[src/rtl/scp_pkg.sv]
package scp_pkg;
    localparam int ADDR_W        = 5;
    localparam int CFG_ORDER_BIT = 15;
    localparam int CFG_3WIRE_BIT = 14;

    typedef enum logic [2:0] {
        ST_IDLE,
        ST_INSTR,
        ST_WDATA,
        ST_RDATA,
        ST_SKIP
    } scp_state_e;

    // Data byte count for each address; zero marks an unmapped address.
    function automatic logic [3:0] reg_bytes(input logic [ADDR_W-1:0] a);
        if (a == 5'd0)       return 4'd4;
        else if (a == 5'd1)  return 4'd5;
        else if (a <= 5'd5)  return 4'd2;
        else if (a <= 5'd13) return 4'd8;
        else                 return 4'd0;
    endfunction
endpackage

[src/rtl/scp_pinsync.sv]
module scp_pinsync #(
    parameter int STAGES = 2
) (
    input  logic clk,
    input  logic rst_n,
    input  logic sclk,
    input  logic cs_n,
    input  logic din,
    output logic sclk_rise,
    output logic sclk_fall,
    output logic cs_hi,
    output logic dbit
);
    // stage bits: [2] sclk, [1] cs_n, [0] data
    logic [2:0] stg [STAGES];
    logic       sclk_p;

    always_ff @(posedge clk) begin
        if (!rst_n) begin
            for (int i = 0; i < STAGES; i++) stg[i] <= 3'b010;
            sclk_p <= 1'b0;
        end else begin
            stg[0] <= {sclk, cs_n, din};
            for (int i = 1; i < STAGES; i++) stg[i] <= stg[i-1];
            sclk_p <= stg[STAGES-1][2];
        end
    end

    assign sclk_rise = stg[STAGES-1][2] & ~sclk_p;
    assign sclk_fall = ~stg[STAGES-1][2] & sclk_p;
    assign cs_hi     = stg[STAGES-1][1];
    assign dbit      = stg[STAGES-1][0];
endmodule

[src/rtl/scp_bank.sv]
module scp_bank
    import scp_pkg::*;
#(
    parameter int NUM_REGS = 14,
    parameter int DATA_W   = 64
) (
    input  logic              clk,
    input  logic              rst_n,
    input  logic              we,
    input  logic [ADDR_W-1:0] waddr,
    input  logic [DATA_W-1:0] wdata,
    input  logic [ADDR_W-1:0] raddr,
    output logic [DATA_W-1:0] rdata,
    output logic              cfg_lsb,
    output logic              cfg_3w
);
    localparam int IW = $clog2(NUM_REGS);

    logic [DATA_W-1:0] regs [NUM_REGS];

    for (genvar g = 0; g < NUM_REGS; g++) begin : g_reg
        logic [DATA_W-1:0] q;
        always_ff @(posedge clk) begin
            if (!rst_n)                               q <= '0;
            else if (we && waddr == ADDR_W'(g))       q <= wdata;
        end
        assign regs[g] = q;
    end

    always_comb begin
        if (32'(raddr) < NUM_REGS) rdata = regs[raddr[IW-1:0]];
        else                       rdata = '0;
    end

    assign cfg_lsb = regs[0][CFG_ORDER_BIT];
    assign cfg_3w  = regs[0][CFG_3WIRE_BIT];

    // port settings move only through a committed write
    assert_cfg_hold_R9: assert property (@(posedge clk) disable iff (!rst_n)
        !we |=> ($stable(cfg_lsb) && $stable(cfg_3w)));
endmodule

[src/rtl/serial_cfg_port.sv]
module serial_cfg_port
    import scp_pkg::*;
#(
    parameter int NUM_REGS    = 14,
    parameter int MAX_BYTES   = 8,
    parameter int SYNC_STAGES = 2
) (
    input  logic                   clk,
    input  logic                   rst_n,
    input  logic                   sclk,
    input  logic                   cs_n,
    input  logic                   sdio_i,
    output logic                   sdo,
    output logic                   sdio_o,
    output logic                   sdio_oe,
    output logic                   wr_en,
    output logic [4:0]             wr_addr,
    output logic [MAX_BYTES*8-1:0] wr_data
);
    localparam int DATA_W = MAX_BYTES * 8;
    localparam int NB_W   = $clog2(DATA_W + 1);
    localparam int IDX_W  = $clog2(DATA_W);

    logic rise, fall, cs_hi, dbit;
    scp_pinsync #(.STAGES(SYNC_STAGES)) u_sync (
        .clk(clk), .rst_n(rst_n), .sclk(sclk), .cs_n(cs_n), .din(sdio_i),
        .sclk_rise(rise), .sclk_fall(fall), .cs_hi(cs_hi), .dbit(dbit)
    );

    scp_state_e        st;
    logic [NB_W-1:0]   cnt_q, nbits_q, nbits_n, didx;
    logic [7:0]        instr_q, instr_next;
    logic [ADDR_W-1:0] addr_q, addr_n;
    logic [DATA_W-1:0] acc_q, acc_next, shadow_q, bank_rdata;
    logic [3:0]        bytes_n;
    logic [2:0]        ibit;
    logic              lsb_q, w3_q, commit, cfg_lsb, cfg_3w;
    logic              unused_bits;

    scp_bank #(.NUM_REGS(NUM_REGS), .DATA_W(DATA_W)) u_bank (
        .clk(clk), .rst_n(rst_n), .we(commit), .waddr(addr_q), .wdata(acc_next),
        .raddr(addr_n), .rdata(bank_rdata), .cfg_lsb(cfg_lsb), .cfg_3w(cfg_3w)
    );

    always_comb begin
        ibit       = lsb_q ? cnt_q[2:0] : 3'd7 - cnt_q[2:0];
        instr_next = instr_q;
        instr_next[ibit] = dbit;
        addr_n     = instr_next[4:0];
        bytes_n    = (32'(addr_n) < NUM_REGS) ? reg_bytes(addr_n) : 4'd0;
        nbits_n    = NB_W'({bytes_n, 3'b000});
        didx       = lsb_q ? cnt_q : nbits_q - NB_W'(1) - cnt_q;
        acc_next   = acc_q;
        acc_next[didx[IDX_W-1:0]] = dbit;
        commit     = (st == ST_WDATA) && rise && !cs_hi && (cnt_q == nbits_q - NB_W'(1));
    end
    assign unused_bits = ^{instr_next[6:5], didx[NB_W-1]};

    // State register and datapath
    always_ff @(posedge clk) begin
        if (!rst_n) begin
            st <= ST_IDLE; cnt_q <= '0; nbits_q <= '0; instr_q <= '0;
            addr_q <= '0; acc_q <= '0; shadow_q <= '0; lsb_q <= 1'b0; w3_q <= 1'b0;
        end else if (cs_hi) begin
            st <= ST_IDLE;
            cnt_q <= '0;
        end else begin
            unique case (st)
                ST_IDLE: begin
                    st <= ST_INSTR; cnt_q <= '0; instr_q <= '0; acc_q <= '0;
                    lsb_q <= cfg_lsb; w3_q <= cfg_3w;
                end
                ST_INSTR: if (rise) begin
                    instr_q <= instr_next;
                    if (cnt_q == NB_W'(7)) begin
                        cnt_q   <= '0;
                        addr_q  <= addr_n;
                        nbits_q <= nbits_n;
                        shadow_q <= bank_rdata;
                        if (nbits_n == '0)      st <= ST_SKIP;
                        else if (instr_next[7]) st <= ST_RDATA;
                        else                    st <= ST_WDATA;
                    end else cnt_q <= cnt_q + NB_W'(1);
                end
                ST_WDATA: if (rise) begin
                    acc_q <= acc_next;
                    if (cnt_q == nbits_q - NB_W'(1)) st <= ST_SKIP;
                    else cnt_q <= cnt_q + NB_W'(1);
                end
                ST_RDATA: if (rise) begin
                    if (cnt_q == nbits_q - NB_W'(1)) st <= ST_SKIP;
                    else cnt_q <= cnt_q + NB_W'(1);
                end
                ST_SKIP: st <= ST_SKIP;
                default: st <= ST_IDLE;
            endcase
        end
    end

    // Outputs
    always_ff @(posedge clk) begin
        if (!rst_n) begin
            sdo <= 1'b0; sdio_o <= 1'b0; sdio_oe <= 1'b0;
            wr_en <= 1'b0; wr_addr <= '0; wr_data <= '0;
        end else begin
            wr_en <= commit;
            if (commit) begin
                wr_addr <= addr_q;
                wr_data <= acc_next;
            end
            if (cs_hi || st == ST_IDLE) begin
                sdo <= 1'b0; sdio_o <= 1'b0; sdio_oe <= 1'b0;
            end else if (fall) begin
                if (st == ST_RDATA && w3_q) begin
                    sdo <= shadow_q[didx[IDX_W-1:0]]; sdio_o <= 1'b0; sdio_oe <= 1'b0;
                end else if (st == ST_RDATA) begin
                    sdo <= 1'b0; sdio_o <= shadow_q[didx[IDX_W-1:0]]; sdio_oe <= 1'b1;
                end else begin
                    sdo <= 1'b0; sdio_o <= 1'b0; sdio_oe <= 1'b0;
                end
            end
        end
    end

    // chip select high always returns to IDLE
    assert_abort_idle_R8: assert property (@(posedge clk) disable iff (!rst_n)
        cs_hi |=> (st == ST_IDLE));
    // a strobe follows only the last bit of a write word
    assert_wr_full_word_R4: assert property (@(posedge clk) disable iff (!rst_n)
        wr_en |-> (st == ST_SKIP || st == ST_IDLE) && $past(st) == ST_WDATA);
    // shared line driven only in two-wire mode
    assert_oe_two_wire_R6: assert property (@(posedge clk) disable iff (!rst_n)
        sdio_oe |-> (!w3_q && st != ST_IDLE));
    // dedicated output quiet in two-wire mode
    assert_sdo_quiet_R6: assert property (@(posedge clk) disable iff (!rst_n)
        !w3_q |-> !sdo);
    // no strobe for an unmapped address
    assert_no_unmapped_wr_R10: assert property (@(posedge clk) disable iff (!rst_n)
        wr_en |-> (32'(wr_addr) < NUM_REGS));
    // read bits move only after a falling serial clock
    assert_fall_launch_R5: assert property (@(posedge clk) disable iff (!rst_n)
        (st != ST_IDLE && $past(st) != ST_IDLE && !$stable(sdo)) |-> $past(fall));
    // bit counter stays inside the word length
    assert_cnt_bound_R3: assert property (@(posedge clk) disable iff (!rst_n)
        (st == ST_WDATA || st == ST_RDATA) |-> (cnt_q < nbits_q));
endmodule

[config.mk]
export PLATFORM = sky130hd
export DESIGN_NAME = serial_cfg_port
export DESIGN_NICKNAME = d
export VERILOG_FILES = /design/src/rtl/scp_pkg.sv /design/src/rtl/scp_pinsync.sv /design/src/rtl/scp_bank.sv /design/src/rtl/serial_cfg_port.sv
export SDC_FILE = /design/constraint.sdc
export NUM_CORES = 2
export LEC_CHECK = 0
export BUFFER_PORTS_ARGS = -buffer_cell sky130_fd_sc_hd__buf_2
export CAP_MARGIN = 20
export CORE_MARGIN = 2
export CORE_UTILIZATION = 35
export CTS_CLUSTER_DIAMETER = 150
export DETAILED_ROUTE_END_ITERATION = 16
export PLACE_DENSITY = 0.57
export SYNTH_ARGS = -nofsm -noshare
export SYNTH_HDL_FRONTEND = slang
export SYNTH_SLANG_ARGS = --single-unit
[constraint.sdc]
create_clock -name clk -period 2.85 [get_ports clk]
set_input_delay 0.1425 -clock clk [delete_from_list [all_inputs] [get_ports clk]]
set_output_delay 0.1425 -clock clk [all_outputs]
set_load 0.01 [all_outputs]
==> results.cfg <==
[outcome]
status = finished with violations
violations = setup timing

[placed_design]
place_congestion = 0.908
portBuffers = 77
hpwl_um = 111000

[synthesis]
yosys.area.top_type = dfxtp_1
yosysWarnings = 0
ys_top_cells_by_area = dfxtp_1 (46%), a21oi_1 (14%), nand2_1 (13%)
synth.avg_cell_area_sq_um = 7.76
async_reset_ff_frac = 0
synth_cells = 6291
netlist_area_sq_um = 48800
synthDistinctLibCells = 87
synth_fp_nets = 6300
synth_edf_count = 0
synth-main-ff-cell = dfxtp_1
synth_seq_cells = 1131
synth_top_area_frac = 0.464
seq_area_frac_synth = 0.464

[sta]
worstMarginPinSlew_ns = 1.14
rsz0062_at_grt = yes
period_needed_ns = 3.17
finalSetupViolCount = 1012
fin_hold_ws_ns = 0.365
fmax_mhz = 315
hold_viol_final = 0
setup_slack_ns = -0.322
period_share = 1.11
relSlewSlack = 0.239
finClkSkew_ns = 0.0207
finalMaxSlewViolations = 0

[routing]
dr.pass1.iters = 6
via_per_inst = 5.79
num_vias = 48503
wl_per_cell_um = 23.7
drt_iter0_markers = 5877
drc = 0
antenna_left = 0
wl_um = 199000

[clocking]
root_buffer = clkbuf_16
cts_tree = yes
clockBufferDepth = 3
clock_latency_ns = 0.75
path_clk_slew_ns = 0.07
clock-sinks = 1131
numCtsBuffers = 112
htreeDepth = 3

[pwr]
power_uw = 31600
ir_drop_mv = 0.540
powerDensity_nw_per_um2 = 514
power.leakage_uw = 0.0200

[critical_path]
start_kind = flop
r2r-end = acc_q[62]
crit_path_end_kind = flop
timing.critical_path.buf_inv = 6
setup.worst_path.start = nbits_q[3]
crit_arrival_ns = 3.78
crit_type = reg -> reg
slowest_delay_ns = 0.42
r2r_start = nbits_q[3]
crit_slowest_cell = mux2_2
reg2reg_depth = 15
path_max_fanout = 11
crit_chain = inv_2 > ha_4 > inv_2 > ha_4 > o21a_4 > buf_12 > o31ai_2 > nand2_1 > buf_4 > buf_12 > a211oi_1 > mux2_2 > buf_4 > a22oi_1 > nor2_1
critPathTopFamily = compound AO/OA/AOI/OAI gates
r2r_slack_ns = -0.32
required_ns = 3.46

[layout]
mostFrequentLayoutCell = nand2_1
final_cell_mix = nand2_1 (1687), a21oi_1 (1190), dfxtp_1 (1123)
nNetsFinal = 6425
syn2layout_area_growth_pct = 25.8
drive_above_1_share = 0.190

[floorplan]
fp.dieW_um = 377
num_rows = 137
io_pins = 78
die_y_um = 377
start_util = 0.351
die_area_sq_um = 142000
coreArea_sq_um = 139000

[grt]
grt_pass1_wl_um = 288000
track_usage = 0.263
grt_overflow = 0
grt_pass1_vias = 44459
antenna_found_initial = 7
grt_max_degree = 167

[worst_hold_path]
hp-start = rst_n
hold_path_class = in -> reg
hold_end = u_sync.stg[0][4]
worstHoldPathCells = 3

[flow_run]
maxCapViolations = 0
## worst max-delay path by stage
| stage | end | slack (ns) | depth (start not counted) |
|---|---|---|---|
| 6_report | acc_q[62] | -0.32 | 15 |
| 5_1_grt | acc_q[62] | -0.38 | 15 |
| 4_1_cts | wr_data[13] | -0.29 | 12 |
| 3_5_place_dp | u_bank.g_reg[5].q[0] | -0.44 | 13 |
| 3_3_place_gp | wr_data[7] | -0.45 | 13 |
| 2_1_floorplan | u_bank.g_reg[6].q[8] | -0.09 | 13 |
## registers in the layout (all words and copies together), names as in the netlist, 3 cells and up
register and cells:
wr_data 64, u_bank.g.q 896, st 3, acc_q 64, shadow_q 64, wr_addr 5, addr_q 5, cnt_q 7
u_sync.stg 6, instr_q 6, nbits_q 4
## Yosys cell counts, types with 7 or more instances
library cell     n
nand2_1       1692
a21oi_1       1381
dfxtp_1       1131
o21ai_0        494
clkbuf_1       467
nor2_1         117
mux2i_1         83
buf_2           76
nor4_1          74
o41ai_1         71
a221oi_1        67
o21ai_1         61
nor3_1          59
inv_1           40
buf_4           37
o22ai_1         35
mux2_2          26
or3_1           26
a22oi_1         25
mux2i_4         25
a22o_1          24
buf_6           23
buf_1           19
mux4_2          17
nand2b_1        17
or3_4           17
nor2b_1         11
a211oi_1         9
and2_1           9
nor3_2           9
o31ai_4          8
mux2i_2          7
## cell type report
type	count	area, sq um
diodes	1	2.50
clock buffers	163	3270
clock inverters	42	467
fillers	13503	77600
inverters	43	169
multi-input cells	4503	24900
flip-flops and latches	1131	22700
well taps	1876	2350
repair buffers	625	7630
## cell families after synthesis
| logic type | share of synthesized area |
|---|---|
| fa+ha+maj | 0.00103 |
| simple gates | 0.176 |
| xor+xnor | 0.00195 |
| buf+inv | 0.0595 |
| compound gates | 0.252 |
| mux | 0.0456 |
| flops | 0.464 |
## worst register-to-register path: cells and delay by family, from the launching register on
family          cells  cell delay (ns)
simple gates        2             0.20
flops               1             0.33
compound gates      4             0.83
buf+inv             6             0.79
fa+ha+maj           2             0.47
mux                 1             0.42
## metrics by stage
| stage | cell area [sq um] | instances | utilization | worst slack, ns | setup TNS, ns |
|---|---|---|---|---|---|
| 2_1_floorplan | 49000 | 6291 | - | -0.0877 | -27.58 |
| 3_3_place_gp | 54800 | 8081 | 0.394 | -0.448 | -261.16 |
| 3_5_place_dp | 54800 | 8081 | 0.394 | -0.441 | -263.76 |
| 4_1_cts | 60400 | 8351 | 0.435 | -0.290 | -158.56 |
| 5_1_grt | 61400 | 8383 | 0.442 | -0.379 | -247.96 |
| 6_report | 61400 | 8384 | 0.442 | -0.322 | -180.52 |
## where the power goes
group | internal [uW] | leakage (uW) | switching (uW) | total [uW]
Clock | 8730 | 0.00184 | 6610 | 15300
Sequential | 15800 | 0.00911 | 8.63 | 15800
Combinational | 84.1 | 0.00903 | 333 | 417
## metal layers
| layer | share of wire | up-vias | routed length (um) | track usage |
|---|---|---|---|---|
| met3 | 0.098 | 445 | 19400 | 0.0417 |
| li1 | - | 21969 | - | - |
| met1 | 0.42 | 23631 | 83600 | 0.364 |
| met2 | 0.44 | 2454 | 88200 | 0.412 |
| met5 | 0.00013 | - | 26 | 0 |
| met4 | 0.037 | 4 | 7420 | 0.0957 |
## timing repair
item                                    4_1_cts  5_1_grt
cloned                                       21       15
hold buffers                                  7        0
pin swaps                                    70       41
hold endpoints to repair                     53        0
setup buffers                                37       17
resized for setup                           190      113
endpoints found under the setup margin     1061     1087
(Power assumes the default switching activity.)
